===== config.mk =====
export PLATFORM = sky130hd
export DESIGN_NAME = mnlfsr_top
export DESIGN_NICKNAME = d
export VERILOG_FILES = /design/src/rtl/mnlfsr_pkg.sv /design/src/rtl/mnlfsr_fb_share.sv /design/src/rtl/mnlfsr_zero_refresh.sv /design/src/rtl/mnlfsr_compress.sv /design/src/rtl/mnlfsr_top.sv
export SDC_FILE = /design/constraint.sdc
export NUM_CORES = 1
export LEC_CHECK = 0
export BUFFER_PORTS_ARGS = -buffer_cell sky130_fd_sc_hd__buf_2
export CAP_MARGIN = 20
export CORE_MARGIN = 3
export CORE_UTILIZATION = 53
export CTS_BUF_LIST = sky130_fd_sc_hd__clkbuf_8 sky130_fd_sc_hd__clkbuf_16
export DETAILED_ROUTE_END_ITERATION = 16
export MAX_ROUTING_LAYER = met4
export PLACE_DENSITY_LB_ADDON = 0.05
export SYNTH_ARGS = -nofsm -noshare
export SYNTH_HDL_FRONTEND = slang
export SYNTH_SLANG_ARGS = --single-unit

===== constraint.sdc =====
create_clock -name clk -period 2.9 [get_ports clk]
set_input_delay 0.58 -clock clk [delete_from_list [all_inputs] [get_ports clk]]
set_output_delay 0.58 -clock clk [all_outputs]
set_load 0.02 [all_outputs]

===== src/rtl/mnlfsr_pkg.sv =====
package mnlfsr_pkg;

    localparam int NS = 5;          // shares per upper position
    localparam int NF = 10;         // shares of the feedback position
    localparam int RW = NF - 1;     // random bits per refresh
    localparam int NPOS = 4;

    typedef struct packed {
        logic [NS-1:0] p3;
        logic [NS-1:0] p2;
        logic [NS-1:0] p1;
        logic [NF-1:0] p0;
    } mstate_t;

    typedef enum logic [1:0] {
        OP_HOLD = 2'd0,
        OP_STEP = 2'd1,
        OP_LOAD = 2'd2
    } op_e;

    function automatic op_e decode_op(input logic load, input logic step);
        if (load) return OP_LOAD;
        if (step) return OP_STEP;
        return OP_HOLD;
    endfunction

    // product of share i of x and share j of y (1-based indices)
    function automatic logic xm(input logic [NS-1:0] x, input logic [NS-1:0] y,
                                input int i, input int j);
        return x[i-1] & y[j-1];
    endfunction

endpackage


===== src/rtl/mnlfsr_fb_share.sv =====
module mnlfsr_fb_share
    import mnlfsr_pkg::*;
(
    input  logic [NS-1:0] a_i,
    input  logic [NS-1:0] b_i,
    input  logic [NS-1:0] c_i,
    output logic [NF-1:0] d_o
);
    // Each output share uses at most two distinct share indices.
    always_comb begin
        d_o[0] = c_i[1] ^ xm(a_i, b_i, 2, 2) ^ xm(a_i, b_i, 1, 2) ^ xm(a_i, b_i, 2, 1);
        d_o[1] = c_i[2] ^ xm(a_i, b_i, 3, 3) ^ xm(a_i, b_i, 1, 3) ^ xm(a_i, b_i, 3, 1);
        d_o[2] = c_i[3] ^ xm(a_i, b_i, 4, 4) ^ xm(a_i, b_i, 1, 4) ^ xm(a_i, b_i, 4, 1);
        d_o[3] = c_i[0] ^ xm(a_i, b_i, 1, 1) ^ xm(a_i, b_i, 1, 5) ^ xm(a_i, b_i, 5, 1);
        d_o[4] = xm(a_i, b_i, 2, 3) ^ xm(a_i, b_i, 3, 2);
        d_o[5] = xm(a_i, b_i, 2, 4) ^ xm(a_i, b_i, 4, 2);
        d_o[6] = c_i[4] ^ xm(a_i, b_i, 5, 5) ^ xm(a_i, b_i, 2, 5) ^ xm(a_i, b_i, 5, 2);
        d_o[7] = xm(a_i, b_i, 3, 4) ^ xm(a_i, b_i, 4, 3);
        d_o[8] = xm(a_i, b_i, 3, 5) ^ xm(a_i, b_i, 5, 3);
        d_o[9] = xm(a_i, b_i, 4, 5) ^ xm(a_i, b_i, 5, 4);
    end
endmodule


===== src/rtl/mnlfsr_zero_refresh.sv =====
module mnlfsr_zero_refresh
    import mnlfsr_pkg::*;
#(
    parameter int W = NF
) (
    input  logic [W-1:0] d_i,
    input  logic [W-2:0] rnd_i,
    output logic [W-1:0] d_o
);
    logic [W-1:0] mask;

    for (genvar k = 0; k < W - 1; k++) begin : g_mask
        assign mask[k] = rnd_i[k];
    end
    assign mask[W-1] = ^rnd_i;

    assign d_o = d_i ^ mask;
endmodule


===== src/rtl/mnlfsr_compress.sv =====
module mnlfsr_compress
    import mnlfsr_pkg::*;
#(
    parameter int NIN  = NF,
    parameter int NOUT = NS
) (
    input  logic [NIN-1:0]  wide_i,
    output logic [NOUT-1:0] narrow_o
);
    localparam int NPASS = NOUT - 1;

    for (genvar k = 0; k < NPASS; k++) begin : g_pass
        assign narrow_o[k] = wide_i[k];
    end
    assign narrow_o[NOUT-1] = ^wide_i[NIN-1:NPASS];
endmodule


===== src/rtl/mnlfsr_top.sv =====
module mnlfsr_top
    import mnlfsr_pkg::*;
(
    input  logic          clk,
    input  logic          rst,
    input  logic          load_i,
    input  logic          step_i,
    input  logic [NS-1:0] ld_pos0_i,
    input  logic [NS-1:0] ld_pos1_i,
    input  logic [NS-1:0] ld_pos2_i,
    input  logic [NS-1:0] ld_pos3_i,
    input  logic [RW-1:0] rnd_i,
    output logic [NF-1:0] pos0_o,
    output logic [NS-1:0] pos1_o,
    output logic [NS-1:0] pos2_o,
    output logic [NS-1:0] pos3_o
);
    mstate_t       st_q, st_d;
    op_e           op;
    logic [NF-1:0] fb_raw, fb_fresh;
    logic [NS-1:0] folded;

    mnlfsr_fb_share u_fb (
        .a_i (st_q.p3),
        .b_i (st_q.p2),
        .c_i (st_q.p1),
        .d_o (fb_raw)
    );

    mnlfsr_zero_refresh #(.W(NF)) u_rf (
        .d_i   (fb_raw),
        .rnd_i (rnd_i),
        .d_o   (fb_fresh)
    );

    // fold only from the registered ten shares
    mnlfsr_compress #(.NIN(NF), .NOUT(NS)) u_cp (
        .wide_i   (st_q.p0),
        .narrow_o (folded)
    );

    assign op = decode_op(load_i, step_i);

    always_comb begin
        st_d = st_q;
        unique case (op)
            OP_LOAD: begin
                st_d.p0 = {{(NF-NS){1'b0}}, ld_pos0_i};
                st_d.p1 = ld_pos1_i;
                st_d.p2 = ld_pos2_i;
                st_d.p3 = ld_pos3_i;
            end
            OP_STEP: begin
                st_d.p0 = fb_fresh;
                st_d.p1 = folded;
                st_d.p2 = st_q.p1;
                st_d.p3 = st_q.p2;
            end
            default: st_d = st_q;
        endcase
    end

    always_ff @(posedge clk) begin
        if (rst) st_q <= '0;
        else     st_q <= st_d;
    end

    assign pos0_o = st_q.p0;
    assign pos1_o = st_q.p1;
    assign pos2_o = st_q.p2;
    assign pos3_o = st_q.p3;

    // ---------------- assertions ----------------
    p_reset_r1: assert property (@(posedge clk) rst |=> (st_q == '0));

    p_load_r2: assert property (@(posedge clk) disable iff (rst)
        load_i |=> (pos1_o == $past(ld_pos1_i)) && (pos3_o == $past(ld_pos3_i))
                   && (pos0_o[NS-1:0] == $past(ld_pos0_i)));

    p_hold_r3: assert property (@(posedge clk) disable iff (rst)
        (!load_i && !step_i) |=> $stable(st_q));

    p_fb_value_r4: assert property (@(posedge clk) disable iff (rst)
        (!load_i && step_i) |=> (^pos0_o) == (($past(^pos3_o) & $past(^pos2_o)) ^ $past(^pos1_o)));

    p_fold_r7: assert property (@(posedge clk) disable iff (rst)
        (!load_i && step_i) |=> ((^pos1_o) == $past(^pos0_o))
                                && (pos1_o[NS-2:0] == $past(pos0_o[NS-2:0])));

    p_shift_r8: assert property (@(posedge clk) disable iff (rst)
        (!load_i && step_i) |=> (pos2_o == $past(pos1_o)) && (pos3_o == $past(pos2_o)));

endmodule


Yosys cells after proc, flatten, opt, wreduce, memory -nomap -nowiden
Index checks and enable logic that the tools add are counted.
- bits of input ports: 33
- register bits: 25
- word-level logic and storage cells: 63
- reductions and logical operators: 3
- eq/ne operators: 2
- multiplexer cells: 8
- bitwise logic cells: 46
- operators by type and width (kind ; count):
    25-bit case mux with 2 select lines ; 1
    1-bit AND ; 25
    1-bit XOR ; 20
    10-bit XOR ; 1
    9-bit XOR reduction ; 1
    2-bit 2-to-1 mux ; 4
    6-bit XOR reduction ; 1
    1-bit 2-to-1 mux ; 3
    2-bit by 1-bit == test with 1-bit output (second input constant) ; 1
    2-bit == test (second input constant) ; 1
    2-bit nonzero test ; 1

Depth between registers and ports, before layout
- depth in word-level cells: 6
- depth in mapped cells: 6
- depth with buffers taken out: 5

By module
A second synthesis with hierarchy kept.
- cell total of the unflattened synthesis: 176
- area total of the unflattened synthesis: 1682.9 um2
- modules (own cells, without submodules) (module ; area an instance (um2) ; instances ; sequential area each (um2) ; cells an instance):
    mnlfsr_top ; 1138.6 ; 1 ; 500.5 ; 106
    mnlfsr_fb_share ; 287.8 ; 1 ; 0.0 ; 45
    mnlfsr_zero_refresh ; 170.2 ; 1 ; 0.0 ; 17
    mnlfsr_compress ; 86.3 ; 1 ; 0.0 ; 8

Least setup slack after synthesis
OpenSTA, ideal clock, no wires.
- path kind: input -> register
- from: input port load_i
- to: register st_q (netlist bit pos0_o[9])
- setup slack: 1.373 ns
- path buffers: 1
- library setup time: 0.063 ns
- arrival time: 1.464 ns
- stages on the path: 5
- required time: 2.837 ns
- cells stage by stage: clkbuf_1 -> nor2_1 -> nand2_1 -> nor3_1 -> nand3b_1
- cells in the longest elaborated chain, start to end: 4
- elaborated cells between the ends (all ways): 6
- those cells by class: eq/ne: 2; mux: 3; reduce/logical: 1
- RTL lines (item ; RTL line ; source):
    start, declared ; mnlfsr_top.sv:6 ; input logic load_i,
    1-bit 2-to-1 mux * ; mnlfsr_pkg.sv:22 ; if (load) return OP_LOAD;
    2-bit 2-to-1 mux * ; mnlfsr_pkg.sv:23 ; if (step) return OP_STEP;
    2-bit by 1-bit == test with 1-bit output or 2-bit == test (tied branches) ; mnlfsr_top.sv:46 ; unique case (op)
    25-bit case mux with 2 select lines or 2-bit nonzero test (tied branches) ; - ;
    end signal, assigned ; mnlfsr_top.sv:65 ; else st_q <= st_d;
    end, declared ; mnlfsr_top.sv:18 ; mstate_t st_q, st_d;
Mark *: on every way between the ends. The rest lies on a longest branch, timed or not.
A chain may end at the register's enable or synchronous reset.

Final worst setup path
- from: register st_q (netlist bit pos2_o[4])
- to: output port pos2_o[4]
- RTL lines (item ; RTL line ; source):
    end, declared ; mnlfsr_top.sv:15 ; output logic [NS-1:0] pos2_o,
No word-level cell between the ends.

==> out/metrics.yaml <==
maxCapViolCount: 0
synth_seq_cells: 25
antenna_left: 0
path_cells: "buf_2"
grt_pass1_vias: 1301
drc: 0
cts_buffers: 3
tightest_slew_ns: 0.6781
grt.total_usage: 0.2235
area_growth_pct: 20.92
min_from: "ld_pos2_i[0]"
antenna_cells: 0
numClockSinks: 25
peakVddDrop_mv: 0.4829
period_share: 0.5580
place_congestion: 0.7776
drt_pre_antenna_iters: 4
slew_violations: 0
cp_slowest_stage_delay_ns: 0.53
syn_avg_cell_area_um2: 8.068
netlist_instances: 192
rrSetupSlack_ns: 1.40
grt_max_degree: 38
cts_setup_buffers: 0
yosys.area.top_type: "dfxtp_1"
r2r-end: "pos0_o[0]"
total_power_mw: 0.8364
vias: 1453
async_flop_share: 0
yosysUniqueCellTypes: 24
htreeDepth: 1
finish.utilization: 0.7108
whs_ns: 0.5367
grt_pass1_wl_um: 5982
hold_end: "pos2_o[0]"
stdcell_count: 272
dp_cells: 268
status: "complete, no violations"
synth.top_cell.area_share: 0.3231
syn_area_mm2: 0.001549
cts_tree: "built"
wl_per_cell_um: 13.54
finalHoldViolations: 0
globalRouteOverflowTotal: 0
hold_depth: 3
synth_warnings: 0
final.fill_count: 221
start_util: 0.5878
slowest_stage: "dfxtp_1"
syn-num-nets: 225
place_hpwl_um: 2744
clock_skew_ns: 0.005581
clk_path_buf_depth: 2
worstSetupPathType: "flip-flop to primary output"
setup_tns_ns: 0
hold_class: "input pin to flip-flop"
critPathBufInv: 1
min_period_ns: 1.618
ys.flop_type: "dfxtp_1"
ys_seq_area_frac: 0.3231
cp_top_family: "flip-flops"
fmax_ghz: 0.6180
drtIter0Drc: 43
num-nets-final: 276
drive_above_1_share: 0.2603
finalSetupViolations: 0
setup_slack_ns: 1.282
clock-root-buffer: "clkbuf_8"
synth_common_cells: "nor2_1, xnor2_1, dfxtp_1"
dieArea_mm2: 0.003607
power.density_mw_per_mm2: 446.6
clk_pin_slew_worst_paths_ns: 0.09
r2r_cells: 5
ios: 58
seq_area_um2: 500.5
critPathCaptureType: "primary output"
coreArea_mm2: 0.002635
core.rowCount: 18
crit_arrival_ns: 1.04
io_buffers: 57
startpoint_type: "flip-flop"
p_leak_nw: 0.8342
die_w_um: 60.06
wl_um: 3682
crit_fanout: 9
required_ns: 2.32
final_area_mm2: 0.001873
synth_edf_count: 0
cts_resized: 0
place_area_mm2: 0.001824
hold_buffers: 0
preCtsSetupSlack_ns: 0.9984
relSlewSlack: 0.5479
vias_per_cell: 5.342
multi_input_comb_area_mm2: 0.001001
die_h_um: 60.06
antenna_found_initial: 0
synth.most_common_cell: "nor2_1"
r2r_start: "pos2_o[1]"
synth.area.top_cells: "dfxtp_1, xnor2_1, mux2i_1"
clock_latency_ns: 0.27
rsz0062_at_grt: "no"
[worst min-delay path: stages]
cell     delay, ns
buf_2         0.08
a21oi_1       0.05
nor2_1        0.07
[state kept, by name, indices dropped and copies added (netlist names)]
signal	cells
pos2_o	5
pos0_o	10
pos3_o	5
pos1_o	5
[worst max-delay path by stage]
stage	endpoint	startpoint	depth (start not counted)	slack (ns)
floorplan	pos0_o[9]	load_i	5	1.37
global placement	pos0_o[9]	load_i	5	1.12
detailed placement	pos0_o[9]	load_i	5	1.0
CTS	pos0_o[9]	load_i	5	1.29
global route	pos0_o[9]	load_i	5	1.14
finish	pos2_o[4]	pos2_o[4]	1	1.28
[metal layers]
metal / up-vias / track usage / wire [µm]
met4: 0 / 0.03797 / 16
li1: 737 / - / -
met1: 667 / 0.2996 / 1702
met2: 47 / 0.3519 / 1759
met3: 2 / 0.04536 / 204
met5: - / - / 0
[placed cells by master (no fill, tap or decap), types with 4 or more instances in the layout]
master | Yosys | routed
nor2_1 | 38 | 38
xnor2_1 | 33 | 33
nand2_1 | 20 | 20
o221ai_1 | 4 | 4
buf_2 | 4 | 57
mux2i_1 | 18 | 18
nand2b_1 | 4 | 4
a21oi_1 | 18 | 18
dfxtp_1 | 25 | 25
nand3b_1 | 6 | 6
[where the power goes]
| part | leakage, nW | internal, mW | switching, mW |
|---|---|---|---|
| clock network | 0.0217 | 0.0974 | 0.116 |
| logic | 0.606 | 0.105 | 0.118 |
| registers | 0.206 | 0.366 | 0.0334 |
[layout make-up]
type | count | area share
clock inverter | 1 | 0.004008
multi-input combinational | 156 | 0.5344
clock buffer | 3 | 0.02204
sequential | 25 | 0.2672
timing repair buffer | 57 | 0.1523
tap | 30 | 0.02004
[kinds of logic (layout without fill, tap and decap cells)]
family | Yosys count | after routing | synth area share
muxes | 19 | 19 | 0.1260
and+or+nand+nor | 75 | 75 | 0.2132
DFF | 25 | 25 | 0.3231
xor gates and xnor gates | 36 | 36 | 0.2036
buffers and inverters | 11 | 61 | 0.03069
AOI/OAI and AO/OA | 26 | 26 | 0.1034
(Power assumes the default switching activity.)
